**config.mk**
```make
export PLATFORM = sky130hd
export DESIGN_NAME = sector_mem_queue
export DESIGN_NICKNAME = d
export VERILOG_FILES = /design/src/rtl/sq_pkg.sv /design/src/rtl/sq_fifo.sv /design/src/rtl/sq_burst_engine.sv /design/src/rtl/sector_mem_queue.sv
export SDC_FILE = /design/constraint.sdc
export NUM_CORES = 2
export LEC_CHECK = 0
export ABC_CLOCK_PERIOD_IN_PS = 51700
export BUFFER_PORTS_ARGS = -buffer_cell sky130_fd_sc_hd__buf_2
export CAP_MARGIN = 20
export CORE_MARGIN = 5
export CORE_UTILIZATION = 55
export CTS_BUF_LIST = sky130_fd_sc_hd__clkbuf_16
export CTS_CLUSTER_SIZE = 20
export DETAILED_ROUTE_END_ITERATION = 8
export PLACE_DENSITY = 0.76
export SETUP_SLACK_MARGIN = 0.5
export SYNTH_ARGS = -nofsm -noshare
export SYNTH_HDL_FRONTEND = slang
export SYNTH_SLANG_ARGS = --single-unit
```
**constraint.sdc**
```tcl
create_clock -name clk -period 51.7 [get_ports clk]
set_clock_uncertainty 0.2 [all_clocks]
set_input_delay 2.585 -clock clk [delete_from_list [all_inputs] [get_ports clk]]
set_output_delay 2.585 -clock clk [all_outputs]
set_load 0.02 [all_outputs]
```
**src/rtl/sq_pkg.sv**
```systemverilog
package sq_pkg;
  localparam int WORD_W       = 32;
  localparam int SECTOR_WORDS = 8;
  localparam int SECTOR_W     = WORD_W * SECTOR_WORDS;
  localparam int BEAT_W       = $clog2(SECTOR_WORDS);

  typedef logic [WORD_W-1:0]   word_t;
  typedef logic [SECTOR_W-1:0] sector_t;
  typedef logic [BEAT_W-1:0]   beat_t;

  // word i of a sector lives at bits [WORD_W*i +: WORD_W]
  function automatic word_t sector_word(sector_t s, beat_t i);
    return s[int'(i)*WORD_W +: WORD_W];
  endfunction

  function automatic sector_t sector_put(sector_t s, beat_t i, word_t w);
    sector_t r;
    r = s;
    r[int'(i)*WORD_W +: WORD_W] = w;
    return r;
  endfunction
endpackage

```
**src/rtl/sq_fifo.sv**
```systemverilog
module sq_fifo #(
  parameter int W = 8,
  parameter int D = 2
) (
  input  logic           clk,
  input  logic           rst_n,
  input  logic           push,
  input  logic [W-1:0]   push_data,
  input  logic           pop,
  output logic           full,
  output logic [W-1:0]   head,
  output logic [D*W-1:0] slots,
  output logic [D-1:0]   live
);
  localparam int CW = $clog2(D + 1);

  logic [W-1:0]  mem [D];
  logic [CW-1:0] cnt;
  logic          do_pop;
  logic [CW-1:0] tail;

  assign full   = (cnt == CW'(D));
  assign do_pop = pop && (cnt != '0);
  assign tail   = cnt - CW'(do_pop);
  assign head   = mem[0];

  always_ff @(posedge clk) begin
    if (!rst_n) cnt <= '0;
    else        cnt <= cnt + CW'(push) - CW'(do_pop);
  end

  // slot 0 is always the oldest; a pop shifts everything down by one
  always_ff @(posedge clk) begin
    for (int i = 0; i < D; i++) begin
      if (push && tail == CW'(i))  mem[i] <= push_data;
      else if (do_pop && i + 1 < D) mem[i] <= mem[(i + 1 < D) ? i + 1 : i];
    end
  end

  always_comb begin
    for (int i = 0; i < D; i++) begin
      slots[i*W +: W] = mem[i];
      live[i]         = (cnt > CW'(i));
    end
  end

  assert_no_overflow_R4: assert property (@(posedge clk) disable iff (!rst_n)
    push |-> !full);
  assert_no_underflow_R4: assert property (@(posedge clk) disable iff (!rst_n)
    pop |-> cnt != '0);
endmodule

```
**src/rtl/sq_burst_engine.sv**
```systemverilog
module sq_burst_engine
  import sq_pkg::*;
#(
  parameter int AW = 27
) (
  input  logic          clk,
  input  logic          rst_n,
  input  logic          start,
  input  logic          start_wr,
  input  logic [AW-1:0] start_addr,
  input  sector_t       wdata,
  output logic          idle,
  output logic          done,
  output logic          bus_req,
  input  logic          bus_gnt,
  output logic          bus_write,
  output logic [AW-1:0] bus_addr,
  output logic          bus_beat,
  output word_t         bus_wdata,
  input  word_t         bus_rdata,
  output logic          rsp_valid,
  output logic [AW-1:0] rsp_addr,
  output sector_t       rsp_data
);
  typedef enum logic [1:0] {ST_IDLE, ST_REQ, ST_XFER} state_t;

  state_t        st;
  beat_t         beat;
  logic          is_wr;
  logic [AW-1:0] addr;
  sector_t       rbuf;

  assign idle      = (st == ST_IDLE);
  assign bus_req   = (st == ST_REQ);
  assign bus_beat  = (st == ST_XFER);
  assign bus_write = is_wr;
  assign bus_addr  = addr;
  assign done      = bus_beat && (beat == BEAT_W'(SECTOR_WORDS - 1));
  assign bus_wdata = sector_word(wdata, beat);

  always_ff @(posedge clk) begin
    if (!rst_n) begin
      st        <= ST_IDLE;
      beat      <= '0;
      is_wr     <= 1'b0;
      addr      <= '0;
      rbuf      <= '0;
      rsp_valid <= 1'b0;
      rsp_addr  <= '0;
      rsp_data  <= '0;
    end else begin
      rsp_valid <= done && !is_wr;
      unique case (st)
        ST_IDLE: if (start) begin
          st    <= ST_REQ;
          is_wr <= start_wr;
          addr  <= start_addr;
        end
        ST_REQ: if (bus_gnt) begin
          st   <= ST_XFER;
          beat <= '0;
        end
        ST_XFER: begin
          beat <= beat + 1'b1;
          if (!is_wr) rbuf <= sector_put(rbuf, beat, bus_rdata);
          if (done) begin
            st <= ST_IDLE;
            if (!is_wr) begin
              rsp_addr <= addr;
              rsp_data <= sector_put(rbuf, beat, bus_rdata);
            end
          end
        end
        default: st <= ST_IDLE;
      endcase
    end
  end

  // run length of the current beat train, kept for the burst-length check
  logic [BEAT_W:0] beat_run;
  always_ff @(posedge clk) begin
    if (!rst_n)        beat_run <= '0;
    else if (bus_beat) beat_run <= beat_run + 1'b1;
    else               beat_run <= '0;
  end

  assert_req_hold_R5: assert property (@(posedge clk) disable iff (!rst_n)
    (bus_req && !bus_gnt) |=> (bus_req && $stable(bus_addr) && $stable(bus_write)));
  assert_beat_after_grant_R5: assert property (@(posedge clk) disable iff (!rst_n)
    (bus_req && bus_gnt) |=> bus_beat);
  assert_burst_len_R5: assert property (@(posedge clk) disable iff (!rst_n)
    (!bus_beat && beat_run != '0) |-> beat_run == (BEAT_W+1)'(SECTOR_WORDS));
  assert_rsp_after_read_R2: assert property (@(posedge clk) disable iff (!rst_n)
    rsp_valid |-> $past(bus_beat && !bus_write));
endmodule

```
**src/rtl/sector_mem_queue.sv**
```systemverilog
module sector_mem_queue
  import sq_pkg::*;
#(
  parameter int AW       = 27,
  parameter int RD_DEPTH = 2,
  parameter int WR_DEPTH = 3,
  parameter int EW       = 3
) (
  input  logic                clk,
  input  logic                rst_n,
  input  logic                rd_valid,
  output logic                rd_ready,
  input  logic [AW-1:0]       rd_addr,
  input  logic                wr_valid,
  output logic                wr_ready,
  input  logic [AW-1:0]       wr_addr,
  input  logic [SECTOR_W-1:0] wr_data,
  input  logic                bar_valid,
  output logic                bar_ready,
  output logic                bus_req,
  input  logic                bus_gnt,
  output logic                bus_write,
  output logic [AW-1:0]       bus_addr,
  output logic                bus_beat,
  output logic [WORD_W-1:0]   bus_wdata,
  input  logic [WORD_W-1:0]   bus_rdata,
  output logic                rsp_valid,
  output logic [AW-1:0]       rsp_addr,
  output logic [SECTOR_W-1:0] rsp_data
);
  localparam int RPW = EW + AW;              // {group, addr}
  localparam int WPW = EW + AW + SECTOR_W;   // {group, addr, data}

  function automatic logic [EW-1:0] group_gap(logic [EW-1:0] newest, logic [EW-1:0] oldest);
    return newest - oldest;
  endfunction

  logic [EW-1:0] cur_grp, drain_grp;
  logic          rd_full, wr_full, rd_push, wr_push, bar_fire;
  logic          rd_pop, wr_pop;
  logic [RPW-1:0]          rd_head;
  logic [RD_DEPTH*RPW-1:0] rd_slots;
  logic [RD_DEPTH-1:0]     rd_live;
  logic [WPW-1:0]          wr_head;
  logic [WR_DEPTH*WPW-1:0] wr_slots;
  logic [WR_DEPTH-1:0]     wr_live;

  assign rd_ready  = !rd_full;
  assign wr_ready  = !wr_full;
  assign bar_ready = (group_gap(cur_grp, drain_grp) != '1);
  assign rd_push   = rd_valid && rd_ready;
  assign wr_push   = wr_valid && wr_ready;
  assign bar_fire  = bar_valid && bar_ready;

  sq_fifo #(.W(RPW), .D(RD_DEPTH)) u_rdq (
    .clk(clk), .rst_n(rst_n), .push(rd_push), .push_data({cur_grp, rd_addr}),
    .pop(rd_pop), .full(rd_full), .head(rd_head), .slots(rd_slots), .live(rd_live));

  sq_fifo #(.W(WPW), .D(WR_DEPTH)) u_wrq (
    .clk(clk), .rst_n(rst_n), .push(wr_push), .push_data({cur_grp, wr_addr, wr_data}),
    .pop(wr_pop), .full(wr_full), .head(wr_head), .slots(wr_slots), .live(wr_live));

  logic [EW-1:0] rd_head_grp, wr_head_grp;
  logic [AW-1:0] rd_head_addr, wr_head_addr;
  assign rd_head_grp  = rd_head[AW +: EW];
  assign rd_head_addr = rd_head[AW-1:0];
  assign wr_head_grp  = wr_head[SECTOR_W+AW +: EW];
  assign wr_head_addr = wr_head[SECTOR_W +: AW];

  // events named for the assertions
  logic hazard, drain_busy, rd_elig, wr_elig, pick_rd, pick_wr;
  logic eng_idle, eng_done;

  always_comb begin
    hazard     = 1'b0;
    drain_busy = 1'b0;
    for (int j = 0; j < RD_DEPTH; j++)
      if (rd_live[j] && rd_slots[j*RPW+AW +: EW] == drain_grp) drain_busy = 1'b1;
    for (int j = 0; j < WR_DEPTH; j++)
      if (wr_live[j] && wr_slots[j*WPW+SECTOR_W+AW +: EW] == drain_grp) begin
        drain_busy = 1'b1;
        if (wr_slots[j*WPW+SECTOR_W +: AW] == rd_head_addr) hazard = 1'b1;
      end
  end

  assign rd_elig = rd_live[0] && (rd_head_grp == drain_grp);
  assign wr_elig = wr_live[0] && (wr_head_grp == drain_grp);
  assign pick_rd = eng_idle && rd_elig && !hazard;
  assign pick_wr = eng_idle && !pick_rd && wr_elig;
  assign rd_pop  = eng_done && !bus_write;
  assign wr_pop  = eng_done && bus_write;

  always_ff @(posedge clk) begin
    if (!rst_n) begin
      cur_grp   <= '0;
      drain_grp <= '0;
    end else begin
      if (bar_fire) cur_grp <= cur_grp + 1'b1;
      if (drain_grp != cur_grp && !drain_busy) drain_grp <= drain_grp + 1'b1;
    end
  end

  sq_burst_engine #(.AW(AW)) u_eng (
    .clk(clk), .rst_n(rst_n),
    .start(pick_rd || pick_wr), .start_wr(pick_wr),
    .start_addr(pick_wr ? wr_head_addr : rd_head_addr),
    .wdata(wr_head[SECTOR_W-1:0]),
    .idle(eng_idle), .done(eng_done),
    .bus_req(bus_req), .bus_gnt(bus_gnt), .bus_write(bus_write), .bus_addr(bus_addr),
    .bus_beat(bus_beat), .bus_wdata(bus_wdata), .bus_rdata(bus_rdata),
    .rsp_valid(rsp_valid), .rsp_addr(rsp_addr), .rsp_data(rsp_data));

  assert_rd_pop_group_R8: assert property (@(posedge clk) disable iff (!rst_n)
    rd_pop |-> rd_head_grp == drain_grp);
  assert_wr_pop_group_R8: assert property (@(posedge clk) disable iff (!rst_n)
    wr_pop |-> wr_head_grp == drain_grp);
  assert_drain_bound_R9: assert property (@(posedge clk) disable iff (!rst_n)
    (drain_grp != $past(drain_grp)) |-> $past(drain_grp != cur_grp));
  assert_wr_addr_match_R7: assert property (@(posedge clk) disable iff (!rst_n)
    (bus_req && !bus_write) |-> !(wr_live[0] && wr_head_grp == drain_grp && wr_head_addr == bus_addr
                                  && $past(!bus_req)));
endmodule

```
==> flow_summary_export.csv <==
group,metric,value,unit
power_and_ir_drop,power.share.clock,39.6,%
global_routing,grt_use_total,26.40,%
power_and_ir_drop,power_leakage,0.02863,uW
placement,numPortBuffers,696,
power_and_ir_drop,internal_power,2010,uW
global_routing,grt_pass1_wl,243100,um
critical_path,r2r_cells,11,
finish,final_cell_area,71490,um2
yosys,synth_area_leaders,"edfxtp_1 44%, dfxtp_1 19%, mux2_2 11%",
yosys,synthArstFlopShare,0,%
critical_path,crit_path_start_kind,"flip-flop",
finish,syn2layout_area_growth,15.34,%
floorplan,ios,697,
timing,tns,0,ps
clocking,cts_num_sinks,1501,
hold_path,min_path_cells,2,
timing,relSlewSlack,20.14,%
floorplan,die_h,345.7,um
global_routing,overflow,0,
routing,drc,0,
routing,ant_nets,0,
placement,dp_hpwl,108000,um
power_and_ir_drop,ir_drop,0.00003548,V
run,cap_violations,0,
clocking,cts.repair.resized,0,
yosys,yosys_warnings,0,
global_routing,grt_pass1_vias,38554,
timing,fmax,143.8,MHz
yosys,synth_cell_type_count,50,
floorplan,dieArea,119500,um2
routing,post_drt_wl_per_cell,23.66,um
finish,final_nets,5595,
finish,layout-drive-gt1-share,30.83,%
timing,rsz0062_at_grt,"no",
critical_path,crit_required,51990,ps
timing,finalCritPeriodShare,13.45,%
critical_path,critPathMaxFanout,79,
routing,drtPass1Iterations,5,
status,status,"finished clean",
clocking,cts_buffers,152,
floorplan,initial_core_util,55.25,%
yosys,ys_ff_latch,1501,
clocking,cts_hold_buf,0,
timing,tightest_slew,1198,ps
critical_path,endpoint_kind,"flip-flop",
power_and_ir_drop,powerDensity,37.15,nW/um2
global_routing,grt_start_max_net_pins,239,
yosys,avgSynthCellArea,13.28,um2
clocking,clock_latency,760,ps
timing,setup_violations,0,
hold_path,hold_class,"reg2reg",
yosys,yosysTopAreaCell,"edfxtp_1",
timing,slew_violations,0,
global_routing,antenna_found_initial,58,
clocking,clk_pin_slew,60,ps
clocking,cts_buffer_depth,3,
timing,fin_crit,6952,ps
routing,drt_iter0_drc,3799,
power_and_ir_drop,switching_share,24.33,%
routing,dr_total_vias,40027,
placement,place.gp.congestion,0.8565,
power_and_ir_drop,p_switching,646.3,uW
yosys,yosysSeqAreaShare,63.30,%
critical_path,arrival,7250,ps
critical_path,worst-setup-path-type,"reg2reg",
finish,final_cell_mix,"918 x edfxtp_1, 835 x nand2_1, 695 x buf_2, 598 x mux2_2, 580 x dfxtp_1",
yosys,synthFlopType,"edfxtp_1",
clocking,cts_root_buf,"clkbuf_16",
clocking,htree_levels,4,
routing,vias_per_cell,5.805,
finish,final_common_cell,"edfxtp_1",
floorplan,die_x,345.7,um
power_and_ir_drop,comb_power_share,8.9,%
power_and_ir_drop,seq_power_share,51.5,%
clocking,cts_tree,"done",
yosys,postSynthCellCount,4666,
timing,hold_violations,0,
yosys,synth_top_cell_area_share,44.47,%
clocking,cts_setup_buffers,0,
placement,placed_area,66590,um2
routing,wl,163100,um
yosys,syn_area,61990,um2
yosys,synth_nets,5031,
floorplan,rows,123,
floorplan,core,112200,um2
yosys,synth_edf_count,918,
## cell type report
cell class,count,area [um2]
Multi-Input combinational cell,2811,21450
Antenna cell,39,97.59
Clock buffer,155,3879
Fill cell,8326,40700
Timing Repair Buffer,749,3999
Inverter,15,56.30
Clock inverter,125,885.9
Sequential cell,1501,39250
Tap cell,1500,1877
## state kept, by name (all words and copies together), names as in the netlist
signal / flops
cur_grp: 3
drain_grp: 3
u_eng.beat: 3
u_eng.bus_addr: 27
u_eng.bus_write: 1
u_eng.rbuf: 256
u_eng.rsp_addr: 27
u_eng.rsp_data: 256
u_eng.rsp_valid: 1
u_eng.st: 2
u_rdq.cnt: 2
u_rdq.mem: 60
u_wrq.cnt: 2
u_wrq.mem: 858
## cells in the mapped netlist (all sizes together), types with 10 or more instances
master	instances
dfxtp	583
edfxtp	918
xor2	33
mux2i	65
a21boi	92
o211a	256
nand4	19
nand2	842
o21ai	201
nand3	12
clkbuf	271
o2111a	27
and2	203
inv	15
o211ai	192
xnor2	74
nor4	10
mux2	598
nor2	14
ha	16
mux4	64
or3	57
buf	68
## per-stage QoR
step / setup slack (ps) / total power (uW) / util, % / instances / hold slack (ps)
3_5_place_dp: 44450 / 1628 / 59.35 / 6574 / 249.0
3_3_place_gp: 44480 / 1622 / 59.35 / 6574 / 239.6
4_1_cts: 44730 / 2674 / 63.60 / 6854 / 256.9
6_report: 44750 / 2656 / 63.73 / 6895 / 255.4
2_1_floorplan: 27570 / 1550 / - / 4666 / 234.7
5_1_grt: 44440 / 2744 / 63.67 / 6868 / 268.9
## power by group through the flow
stage / sequential (uW) / combinational [uW] / clock (uW)
finish: 1370 / 236 / 1050
global route: 1370 / 253 / 1120
CTS: 1370 / 237 / 1070
detailed placement: 1390 / 236 / 0
global placement: 1390 / 232 / 0
floorplan: 1410 / 143 / 0
## logic make-up after synthesis
group / count (synthesis) / synth area share (%)
buf+inv: 354 / 2.301
fa+ha+maj: 17 / 0.3553
mux: 727 / 14.24
compound gates: 780 / 9.824
simple gates: 1180 / 8.470
xor+xnor: 107 / 1.512
flops: 1501 / 63.30
## worst paths after layout
kind	start	to	slack [ps]
max reg2reg	u_eng.beat[2]$_SDFFE_PN0P_	u_wrq.mem[0][359]$_DFFE_PP_	44750
min	u_eng.rbuf[138]$_SDFFE_PN0P_	u_eng.rbuf[138]$_SDFFE_PN0P_	260
max	u_eng.beat[2]$_SDFFE_PN0P_	u_wrq.mem[0][359]$_DFFE_PP_	44750
min reg2reg	u_eng.rbuf[138]$_SDFFE_PN0P_	u_eng.rbuf[138]$_SDFFE_PN0P_	260
## layer usage
metal / up-vias / track usage (%) / share of wire [%]
met3: 331 / 6.778 / 9.1
met4: 24 / 9.798 / 3.8
li1: 18403 / - / -
met1: 19732 / 34.64 / 39
met5: - / 0 / 0.11
met2: 1537 / 42.76 / 48
## worst max-delay path, cell delays in order, from the launching register on
cell       delay, ps
dfxtp_2          920
ha_1             360
o2111ai_1        400
inv_1            230
ha_1             180
xor2_1           380
nor3_1           160
nor2_4           830
buf_4            990
buf_4            750
buf_4            710
mux2_2           410
No activity file was read; power rests on OpenSTA's default activity.
